**src/rtl/invp_pkg.sv**
```systemverilog
package invp_pkg;
  localparam int unsigned INVP_PHASES_DEF = 3;
  // 20 us at a 200 MHz system clock
  localparam int unsigned INVP_MIN_DEF    = 4000;

  function automatic int unsigned invp_cnt_w(input int unsigned n);
    return (n < 2) ? 1 : $clog2(n);
  endfunction
endpackage

```
**src/rtl/invp_edge_arm.sv**
```systemverilog
// One switch channel: the enable is granted only after a fresh rising edge of
// the command that occurs outside any block period.
module invp_edge_arm (
  input  logic clk,
  input  logic rst,
  input  logic cmd_i,
  input  logic block_i,
  output logic en_o
);
  logic prev_q;
  logic armed_q;
  logic rise;

  assign rise = cmd_i & ~prev_q;
  assign en_o = ~rst & cmd_i & ~block_i & (armed_q | rise);

  always_ff @(posedge clk) begin
    if (rst) begin
      prev_q  <= 1'b1;          // treat the command as already high
      armed_q <= 1'b0;
    end else begin
      prev_q <= cmd_i;
      if (block_i)   armed_q <= 1'b0;
      else if (rise) armed_q <= 1'b1;
    end
  end

  AST_FRESH_EDGE: assert property (@(posedge clk) disable iff (rst) $rose(en_o) |-> !$past(cmd_i));
endmodule

```
**src/rtl/invp_guard_bank.sv**
```systemverilog
module invp_guard_bank #(
  parameter int unsigned N = 3
) (
  input  logic         clk,
  input  logic         rst,
  input  logic [N-1:0] cmd_i,
  input  logic [N-1:0] block_i,
  output logic [N-1:0] en_o
);
  for (genvar i = 0; i < N; i++) begin : g_ch
    invp_edge_arm u_arm (
      .clk     (clk),
      .rst     (rst),
      .cmd_i   (cmd_i[i]),
      .block_i (block_i[i]),
      .en_o    (en_o[i])
    );
  end
endmodule

```
**src/rtl/invp_min_pulse.sv**
```systemverilog
// Minimum-width window: busy from the trigger cycle for MIN cycles; a new
// trigger restarts the full window.
module invp_min_pulse #(
  parameter int unsigned MIN = 8
) (
  input  logic clk,
  input  logic rst,
  input  logic trig_i,
  output logic busy_o
);
  localparam int unsigned W = invp_pkg::invp_cnt_w(MIN);
  localparam logic [W-1:0] RELOAD = W'(MIN - 1);

  logic [W-1:0] cnt_q;

  assign busy_o = trig_i | (cnt_q != '0);

  always_ff @(posedge clk) begin
    if (rst)               cnt_q <= '0;
    else if (trig_i)       cnt_q <= RELOAD;
    else if (cnt_q != '0)  cnt_q <= cnt_q - 1'b1;
  end

  AST_CNT_RANGE: assert property (@(posedge clk) disable iff (rst) cnt_q <= RELOAD);
endmodule

```
**src/rtl/invp_fault_seq.sv**
```systemverilog
module invp_fault_seq #(
  parameter int unsigned PHASES        = invp_pkg::INVP_PHASES_DEF,
  parameter int unsigned MIN_PULSE_CYC = invp_pkg::INVP_MIN_DEF
) (
  input  logic              clk,
  input  logic              rst,
  input  logic [PHASES-1:0] pwm_hi_i,
  input  logic [PHASES-1:0] pwm_lo_i,
  input  logic              oc_i,
  input  logic              uv_lo_i,
  input  logic              ot_i,
  input  logic [PHASES-1:0] uv_hi_i,
  output logic [PHASES-1:0] drv_hi_o,
  output logic [PHASES-1:0] drv_lo_o,
  output logic              fault_n_o
);
  localparam int unsigned LW = $clog2(MIN_PULSE_CYC + 1);

  logic lvl;
  logic oc_prev_q, lvl_prev_q;
  logic trig_oc, trig_lvl;
  logic oc_busy, lvl_busy;
  logic blk_lo;

  assign lvl      = uv_lo_i | ot_i;
  assign blk_lo   = oc_i | lvl;
  assign trig_oc  = oc_i & ~oc_prev_q;
  assign trig_lvl = lvl & ~lvl_prev_q;

  always_ff @(posedge clk) begin
    if (rst) begin
      oc_prev_q  <= 1'b0;
      lvl_prev_q <= 1'b0;
    end else begin
      oc_prev_q  <= oc_i;
      lvl_prev_q <= lvl;
    end
  end

  invp_min_pulse #(.MIN(MIN_PULSE_CYC)) u_oc_win (
    .clk (clk), .rst (rst), .trig_i (trig_oc), .busy_o (oc_busy)
  );

  invp_min_pulse #(.MIN(MIN_PULSE_CYC)) u_lvl_win (
    .clk (clk), .rst (rst), .trig_i (trig_lvl), .busy_o (lvl_busy)
  );

  assign fault_n_o = rst | ~(oc_busy | lvl_busy | lvl);

  invp_guard_bank #(.N(PHASES)) u_hi_bank (
    .clk (clk), .rst (rst), .cmd_i (pwm_hi_i), .block_i (uv_hi_i), .en_o (drv_hi_o)
  );

  invp_guard_bank #(.N(PHASES)) u_lo_bank (
    .clk (clk), .rst (rst), .cmd_i (pwm_lo_i), .block_i ({PHASES{blk_lo}}), .en_o (drv_lo_o)
  );

  // checker state: length of the current fault-low run
  logic [LW-1:0] low_cnt_q;
  always_ff @(posedge clk) begin
    if (rst)                                   low_cnt_q <= '0;
    else if (fault_n_o)                        low_cnt_q <= '0;
    else if (low_cnt_q != LW'(MIN_PULSE_CYC))  low_cnt_q <= low_cnt_q + 1'b1;
  end

  AST_LO_SHUTDOWN: assert property (@(posedge clk) disable iff (rst) (oc_i | uv_lo_i | ot_i) |-> (drv_lo_o == '0));
  AST_LEVEL_FAULT: assert property (@(posedge clk) disable iff (rst) (uv_lo_i | ot_i) |-> !fault_n_o);
  AST_OC_FAULT: assert property (@(posedge clk) disable iff (rst) $rose(oc_i) |-> !fault_n_o);
  AST_PULSE_MIN: assert property (@(posedge clk) disable iff (rst) $rose(fault_n_o) |-> (low_cnt_q >= LW'(MIN_PULSE_CYC)));
  AST_RESET_IDLE: assert property (@(posedge clk) rst |-> (fault_n_o && drv_hi_o == '0 && drv_lo_o == '0));
  for (genvar p = 0; p < PHASES; p++) begin : g_hi_chk
    AST_HI_UV_OFF: assert property (@(posedge clk) disable iff (rst) uv_hi_i[p] |-> !drv_hi_o[p]);
  end
endmodule

```
**config.mk**
```make
export PLATFORM = sky130hd
export DESIGN_NAME = invp_fault_seq
export DESIGN_NICKNAME = d
export VERILOG_FILES = /design/src/rtl/invp_pkg.sv /design/src/rtl/invp_edge_arm.sv /design/src/rtl/invp_guard_bank.sv /design/src/rtl/invp_min_pulse.sv /design/src/rtl/invp_fault_seq.sv
export SDC_FILE = /design/constraint.sdc
export NUM_CORES = 1
export LEC_CHECK = 0
export CAP_MARGIN = 10
export CORE_MARGIN = 1.5
export CORE_UTILIZATION = 59
export CTS_CLUSTER_SIZE = 40
export DETAILED_ROUTE_END_ITERATION = 7
export PLACE_DENSITY = 0.95
export SLEW_MARGIN = 10
export SYNTH_ARGS = -nofsm -noshare
export SYNTH_HDL_FRONTEND = slang
export SYNTH_HIERARCHICAL = 1
export SYNTH_SLANG_ARGS = --single-unit
export TNS_END_PERCENT = 20
```
**constraint.sdc**
```tcl
create_clock -name clk -period 5.45 [get_ports clk]
set_input_delay 0.8175 -clock clk [delete_from_list [all_inputs] [get_ports clk]]
set_output_delay 0.8175 -clock clk [all_outputs]
set_load 0.01 [all_outputs]
```
==> flow_results.org, run 1 <==
** Detailed routing
- For this run, design rule violations remaining after detail routing come to 0.
- Detailed routing inserted a total of 1555 vias.
- Starting DRT DRC Count :: 60
- Vias/cell :: 6.32
- For this block, the routed nets add up to 3810 um of wire.
- The count of nets left with antenna violations once routing finished came out at 0.
- Avg WL per Cell :: 15.5 um
- Pre-antenna DRT Iters :: 4

** Floorplanning
- 21 I/O pins were placed.
- The die is 58.6 um tall.
- CORE AREA :: 2850 um^2
- The die covers 3430 um^2.
- Initial Utilization :: 0.639
- Row cnt :: 19
- DIE WIDTH :: 58.6 um

** Timing
- The number of max-slew violations in the final report was 0.
- Setup slack closes at 1.78 ns.
- Unrepaired setup endpoints after global routing :: no
- Between clock sinks in the finished design, the worst skew comes to 0.00551 ns.
- Achievable clock frequency :: 0.272 GHz
- Worst Max-Slew Pin Slew :: 0.626 ns
- Endpoints failing hold :: 0
- Subtracting the final worst setup slack from the clock period gives 3.67 ns.
- Setup violations remaining at the end of the flow were counted as 0.
- In this run the tightest slew margin relative to its limit is 0.581.
- In the finished design, the share of the clock period the worst path needs comes to 0.674.
- Adding up every negative setup slack in the final design gives 0 ns.

** Synth
- Dominant combinational cell family by area after synthesis :: simple AND/OR/NAND/NOR gates
- Of the total synthesized cell area, the portion taken by AND, OR, NAND and NOR gates is 0.303.
- Cell accounting for the most synthesized area :: sky130_fd_sc_hd__dfxtp_1
- Synthesized-area fraction occupied by ao, oa, aoi and oai cells :: 0.162
- For this run, the register share of the synthesized area comes to 0.417.
- The number of nets in the synthesized netlist is 212.
- Synth area leaders :: sky130_fd_sc_hd__dfxtp_1 (42%), sky130_fd_sc_hd__o31ai_1 (4.1%), sky130_fd_sc_hd__or4_1 (4.1%)
- Of the post-synthesis cell area, the dominant cell type holds 0.417.
- Post-synthesis share of cell area spent on full adders, half adders and majority gates :: 0.0137
- Measured against the total synthesized area, the mux share comes to 0.0343.
- The number of different library cells used by synthesis comes to 34.
- The synthesized design contains 38 register bits.
- A synthesized cell averages 9.30 um^2.
- Cell area after synthesis :: 1820 um^2
- Gate Count Post-Synth :: 196
- Warnings from Yosys :: 6
- Xor/xnor share of the synthesized area :: 0.0288

** Global routing
- The number of global-route vias before repair is 1469.
- Antenna violations before repair :: 0
- Overall track demand over capacity in global routing :: 0.252
- Busiest layer in global routing :: met2
- Remaining global-route overflow :: 0
- The first global-routing pass estimated 6490 um of wire.
- Entering global routing, the biggest net connects 23 pins.
- In the global route stage, met2 resource usage came out at 0.448.
- For met3 alone, demand over resource in global routing was 0.0747.
- GR Util met1 :: 0.272

** Clock tree
- Number of buffers inserted during clock tree synthesis :: 5
- Post-CTS Setup Inserts :: 0
- For the worst-skew pair, the clock arrives at the later sink with an insertion delay of 0.35 ns.
- The clock tree synthesis step divided the H-tree into 2 levels.
- The tree is rooted in a sky130_fd_sc_hd__clkbuf_4.
- CTS tree :: built
- After clock tree synthesis, the repair step resized 0 gates.
- Number of hold-repair buffers added at the cts stage :: 0
- Clock Sink Count :: 38
- After clock tree synthesis, the clock-pin slew on the worst setup and hold paths is 0.11 ns.
- The clock passes through at most 2 buffers.

** Pwr
- Fraction of power consumed by the clock network :: 0.361
- Leakage power total :: 0.793 nW
- Switching component of the power :: 0.180 mW
- VDD sags by at most 0.229 mV.
- Share of total power consumed by net switching :: 0.261
- Of the total power, combinational logic draws 0.172.
- Sequential group share of total power :: 0.467
- Power Dens Cells :: 324 nW/um^2
- The internal portion of the total power is 0.510 mW.

** Cells and area
- Most common cell after layout, fill and taps aside :: sky130_fd_sc_hd__dfxtp_1
- Summing all multi-input logic gate instances after layout gives 987 um^2.
- Total inserted antenna cells :: 0
- Total Nets Final :: 230
- Summing all flip-flop and latch instances after layout gives 761 um^2.
- The layout has 183 filler cells.
- Area growth from synthesis to final layout :: 16.7%
- Leading cell types in the layout, fill and taps excluded :: sky130_fd_sc_hd__dfxtp_1 (38), sky130_fd_sc_hd__clkdlybuf4s50_1 (20), sky130_fd_sc_hd__nor2_1 (16), sky130_fd_sc_hd__a21oi_1 (12)
- Of the cells placed in the final design, the portion with a size suffix greater than 1 is 0.0977.

** Worst setup path
- The critical path is of the flip-flop to output port type.
- Max Fanout on Critical Path :: 9
- Category of the worst setup path capture point :: output port
- Required arrival time at the worst endpoint :: 4.63 ns
- Worst path arrival time :: 2.85 ns
- CP Launch Type :: flip-flop

** Placed design
- Routability-driven placement finished with a final weighted congestion of 0.826.
- Count of buffers from port buffering :: 20
- Summed over all nets, the half-perimeter wirelength after detailed placement is 2580 um.
- At the placement stage, the worst setup path has a slack of 1.83 ns.

** Status
- Result of the run :: finished, final reports clean

** Hold path
- The path class of the tightest hold or removal check is flip-flop to flip-flop.

** Run
- Max-capacitance violation count :: 0
-- per-stage QoR --
stage / utilization / hold WS (ns) / power [mW] / cell area, um^2 / cells
2_1_floorplan: - / 0.432 / 0.414 / 1820 / 196
3_3_place_gp: 0.707 / 0.440 / 0.431 / 2020 / 238
3_5_place_dp: 0.707 / 0.445 / 0.442 / 2020 / 238
4_1_cts: 0.746 / 0.472 / 0.692 / 2130 / 246
5_1_grt: 0.746 / 0.492 / 0.718 / 2130 / 246
6_report: 0.746 / 0.468 / 0.690 / 2130 / 246
-- cells in the mapped netlist (all sizes together) --
cell / n
nor2b: 10
nor3b: 2
nor3: 2
buf: 2
clkbuf: 8
inv: 6
xnor2: 2
nor4b: 2
mux2: 2
or4b: 2
or4: 10
nand2b: 8
xor2: 4
nand2: 2
dfxtp: 38
and3: 6
or2: 8
o21ai: 2
a21oi: 12
mux2i: 4
a31oi: 8
a211oi: 2
o21a: 8
nor4: 6
o31ai: 10
or3b: 4
nor2: 16
or3: 5
ha: 2
a21o: 1
o311ai: 2
-- final timing paths --
path	end	startpoint	slack, ns	cells past startpoint
worst min register to register	u_lo_bank/g_ch[2].u_arm/armed_q	u_lo_bank/g_ch[2].u_arm/armed_q	0.47	1
worst max-delay path	fault_n_o	u_lvl_win/cnt_q[5]	1.78	6
worst min-delay path	u_lo_bank/g_ch[2].u_arm/armed_q	u_lo_bank/g_ch[2].u_arm/armed_q	0.47	1
worst max register to register	u_lvl_win/cnt_q[1]	u_lvl_win/cnt_q[5]	3.24	4
-- critical path, stage by stage (launching register included) --
cell                              delay, ns
sky130_fd_sc_hd__dfxtp_1               0.35
sky130_fd_sc_hd__or4_1                 0.71
sky130_fd_sc_hd__nor4_2                0.53
sky130_fd_sc_hd__nand2_1               0.13
sky130_fd_sc_hd__nor2_1                0.12
sky130_fd_sc_hd__a21o_1                0.13
sky130_fd_sc_hd__clkdlybuf4s50_1       0.53
-- per-layer routing --
metal  up-vias  share of wire
met3        14          0.063
li1        760              -
met4         0          0.029
met1       729           0.41
met2        52           0.50
met5         -              0
-- flip-flops by register name, indices dropped and copies added, names as in the netlist --
register and count:
u_hi_bank/g_ch.u_arm/prev_q 3, u_lo_bank/g_ch.u_arm/prev_q 3, lvl_prev_q 1, u_hi_bank/g_ch.u_arm/armed_q 3, oc_prev_q 1, u_lo_bank/g_ch.u_arm/armed_q 3
u_lvl_win/cnt_q 12, u_oc_win/cnt_q 12
-- power groups by stage --
| stage | Combinational (mW) | Clock, mW | Sequential (mW) |
|---|---|---|---|
| after floorplan | 0.0960 | 0 | 0.318 |
| after global placement | 0.107 | 0 | 0.324 |
| after detailed placement | 0.116 | 0 | 0.327 |
| after CTS | 0.118 | 0.253 | 0.321 |
| after global routing | 0.131 | 0.262 | 0.325 |
| final | 0.119 | 0.249 | 0.322 |
-- cell type report --
class | count | area share
clock buffers | 6 | 0.0241
clock inverters | 2 | 0.0282
repair buffers | 21 | 0.0976
multi-input cells | 142 | 0.464
flip-flops and latches | 38 | 0.357
well taps | 31 | 0.0182
inverters | 6 | 0.0106
-- kinds of logic (layout without fill, tap and decap cells) --
kind of cell / count (synthesis) / count (layout)
muxes: 6 / 6
and+or+nand+nor: 83 / 83
AOI/OAI and AO/OA: 45 / 45
DFF: 38 / 38
adders and majority gates: 2 / 2
xor gates and xnor gates: 6 / 6
buffers and inverters: 16 / 35
Power figures use the tool's default switching activity.
==> run 2: changes to the inputs <==
--- a/config.mk
+++ b/config.mk
@@ -7,10 +7,10 @@
 export LEC_CHECK = 0
 export CAP_MARGIN = 10
 export CORE_MARGIN = 1.5
-export CORE_UTILIZATION = 59
+export CORE_UTILIZATION = 49
 export CTS_CLUSTER_SIZE = 40
 export DETAILED_ROUTE_END_ITERATION = 7
-export PLACE_DENSITY = 0.95
+export PLACE_DENSITY = 0.86
 export SLEW_MARGIN = 10
 export SYNTH_ARGS = -nofsm -noshare
 export SYNTH_HDL_FRONTEND = slang
==> constraint.sdc (replaced) <==
create_clock -name clk -period 3.2 [get_ports clk]
set_input_delay 0.48 -clock clk [delete_from_list [all_inputs] [get_ports clk]]
set_output_delay 0.48 -clock clk [all_outputs]
set_load 0.01 [all_outputs]
==> run 2 against run 1 <==
Net effect:
- non-clock buffer count is 4 higher
- first-iteration DRC count decreased by 10%
- sequential power up 70%
- cell area increased by 1.2%
- global-route usage down 6.3 points
- power up 53%
- register-to-register slack worse by 2.1 ns
- clock skew down 0.0018 ns
- critical path depth up 2
- final cell count grew 7.3%
- critical endpoint unchanged
- largest cell class unchanged
==> flow_results.org, run 2 (synthesized netlist as in run 1, its figures left out) <==
** Pwr
- The internal power of the cells totals 0.758 mW.
- Of the total power, the clock network draws 0.286.
- PnR Total Power :: 1.06 mW
- Of the total power, registers draw 0.518.
- The share of total power dissipated in combinational logic is 0.196.
- Power Dens Cells :: 491 nW/um^2
- Maximum ir drop on the vdd rail :: 0.261 mV
- For this design the total switching power over the nets is 0.300 mW.
- Leakage power total :: 0.799 nW
- Share of total power consumed by net switching :: 0.283

** Placed design
- Count of buffers from port buffering :: 20
- Worst setup slack after placement :: 0.392 ns
- Post-DP HPWL :: 2390 um
- Placed cell count :: 257
- In this run the cell area measured after placement is 2070 um^2.
- Routability-driven placement finished with a final weighted congestion of 0.851.

** Clock tree
- CTS tree :: built
- Number of buffers inserted during clock tree synthesis :: 5
- After clock tree synthesis, the clock-pin slew on the worst setup and hold paths is 0.07 ns.
- At the later pin of the worst-skew pair, clock insertion delay measures 0.29 ns.
- The H-tree was split into 2 levels.
- Clock Tree Buf Depth :: 2
- Clock tree synthesis selected as its root buffer the cell sky130_fd_sc_hd__clkbuf_8.
- The tree built by TritonCTS fans out to 38 sinks.

** Detailed routing
- In the routed design, unresolved DRC markers number 0.
- Avg WL per Cell :: 13.3 um
- Vias/cell :: 5.59
- Total wirelength of the detailed-routed design :: 3500 um
- Antenna-violating nets left :: 0
- For this block, the via count after detailed routing is 1475.
- After the first detailed-routing iteration, the DRC count stood at 54.
- For this run, the detailed router's first-pass iteration total came to 4.

** Timing
- The clock arrives with 0.00375 ns of skew.
- Endpoints failing hold :: 0
- Worst max-slew margin expressed relative to the limit :: 0.614
- Post-layout min period :: 3.10 ns
- Final setup violation count :: 0
- Achievable clock frequency :: 0.323 GHz
- The number of max-slew violations in the final report came to 0.
- Worst Max-Slew Pin Slew :: 0.577 ns
- Post-layout worst setup margin :: 0.104 ns
- Of the available clock period, the critical path in the final layout requires 0.967.

** Cells and area
- Top flop regs :: u_lvl_win/cnt_q (12), u_oc_win/cnt_q (12)
- After routing the design area is 2150 um^2.
- Total inserted antenna cells :: 0
- The net count of the finished layout is 234.
- Relative to the synthesized area, the layout overhead comes to 18.1%.
- Final Instance Count excl. Fillers :: 264
- Leading cell types in the layout, fill and taps excluded :: sky130_fd_sc_hd__dfxtp_1 (38), sky130_fd_sc_hd__clkdlybuf4s50_1 (20), sky130_fd_sc_hd__nor2_1 (16), sky130_fd_sc_hd__a21oi_1 (12)
- The library cell used most frequently in the layout, excluding fill and tap cells, is sky130_fd_sc_hd__dfxtp_1.
- Of the cells placed in the final design, the portion with a size suffix greater than 1 is 0.110.
- Final Util :: 0.626

** Worst setup path
- Category of the worst setup path capture point :: output port
- The endpoint identified for the worst register-to-register timing path is u_lvl_win/cnt_q[9].
- The critical path in this run is classified as flip-flop to output port.
- For the worst setup path, the data required time is 2.72 ns.
- Critical Path Sink :: fault_n_o
- Worst-case reg-to-reg path depth :: 5
- Flop-to-flop setup slack :: 1.10 ns
- Origin of the critical flop-to-flop path :: u_lvl_win/cnt_q[5]
- At the worst endpoint, the arrival time is 2.62 ns.
- Tracing the worst setup path back leads to its startpoint at u_oc_win/cnt_q[0].
- Max Fanout on Critical Path :: 5
- CP Launch Type :: flip-flop

** Floorplanning
- The core region is 3440 um^2.
- The die is 64.0 um tall.
- The die covers 4100 um^2.
- Row cnt :: 21
- In this run the count of I/O pins placed on the die edge is 21.
- Initial Utilization :: 0.530
- In this run the horizontal extent of the chip is 64.0 um.

** Global routing
- Entering global routing, the biggest net connects 27 pins.
- First-pass GRT wire length :: 6020 um
- The number of global-route vias before repair is 1335.
- The number of antenna violations at the first check in global routing is 0.
- Remaining global-route overflow :: 0
- Overall track demand over capacity in global routing :: 0.189

** Run
- Across the run, the number of max-cap violations was 0.

** Hold path
- The tightest min-delay check is of the flip-flop to flip-flop type.

** Status
- The flow ran to the end, and the final reports show no timing, DRC or antenna violations.
[run 2: cell count changes in the layout (fill, tap and decap cells not counted), sizes merged]
cell    delta
clkinv     +2
bufinv     -2
clkbuf     -1
buf        +4
[run 2: worst max-delay path, stage by stage, from the launching register on]
cell and delay [ns]:
sky130_fd_sc_hd__dfxtp_1 0.32, sky130_fd_sc_hd__inv_1 0.10, sky130_fd_sc_hd__ha_1 0.19, sky130_fd_sc_hd__or3b_2 0.53
sky130_fd_sc_hd__nor4_2 0.33, sky130_fd_sc_hd__nand2_1 0.10, sky130_fd_sc_hd__nor2_1 0.10, sky130_fd_sc_hd__a21o_1 0.13
sky130_fd_sc_hd__clkdlybuf4s50_1 0.53
[run 2: layout make-up]
class,count,area [um^2]
Multi-Input combinational cell,142,996
Clock inverter,2,10.0
Sequential cell,38,761
Timing Repair Buffer,25,238
Fill cell,290,1290
Clock buffer,5,68.8
Inverter,6,22.5
Tap cell,46,57.6
[run 2: power groups by stage]
stage               Combinational, mW  Clock (mW)  Sequential (mW)
global placement                0.198           0            0.555
detailed placement              0.204           0            0.556
floorplan                       0.163           0            0.542
global route                    0.232       0.335            0.553
finish                          0.207       0.302            0.548
CTS                             0.205       0.314            0.546
[run 2: layer usage]
layer  GRT usage  wire [um]  part of all wire
met4      0.0897         70             0.020
met2       0.294       1560              0.45
met3      0.0528        174             0.050
met1       0.242       1690              0.48
met5           0          0                 0
[run 2: what timing repair did]
item | CTS | global route
endpoints found under the hold margin | 0 | 0
resized for setup | 0 | 1
setup buffers | 0 | 0
hold buffers | 0 | 0
setup endpoints to repair | 0 | 1
[run 2: how the worst min path moves through the flow]
stage                                          startpoint                               to  cells after the start
final                     u_lo_bank/g_ch[0].u_arm/armed_q  u_lo_bank/g_ch[0].u_arm/armed_q                      1
after global routing      u_lo_bank/g_ch[0].u_arm/armed_q  u_lo_bank/g_ch[0].u_arm/armed_q                      1
after CTS                 u_lo_bank/g_ch[0].u_arm/armed_q  u_lo_bank/g_ch[0].u_arm/armed_q                      1
after detailed placement  u_lo_bank/g_ch[0].u_arm/armed_q  u_lo_bank/g_ch[0].u_arm/armed_q                      1
after global placement    u_lo_bank/g_ch[1].u_arm/armed_q  u_lo_bank/g_ch[1].u_arm/armed_q                      1
after floorplan           u_hi_bank/g_ch[0].u_arm/armed_q  u_hi_bank/g_ch[0].u_arm/armed_q                      1
[run 2: per-stage QoR]
step	TNS, ns	hold slack [ns]
finish	0	0.457
global route	-0.0424	0.473
CTS	0	0.460
detailed placement	0	0.444
global placement	0	0.441
floorplan	0	0.432
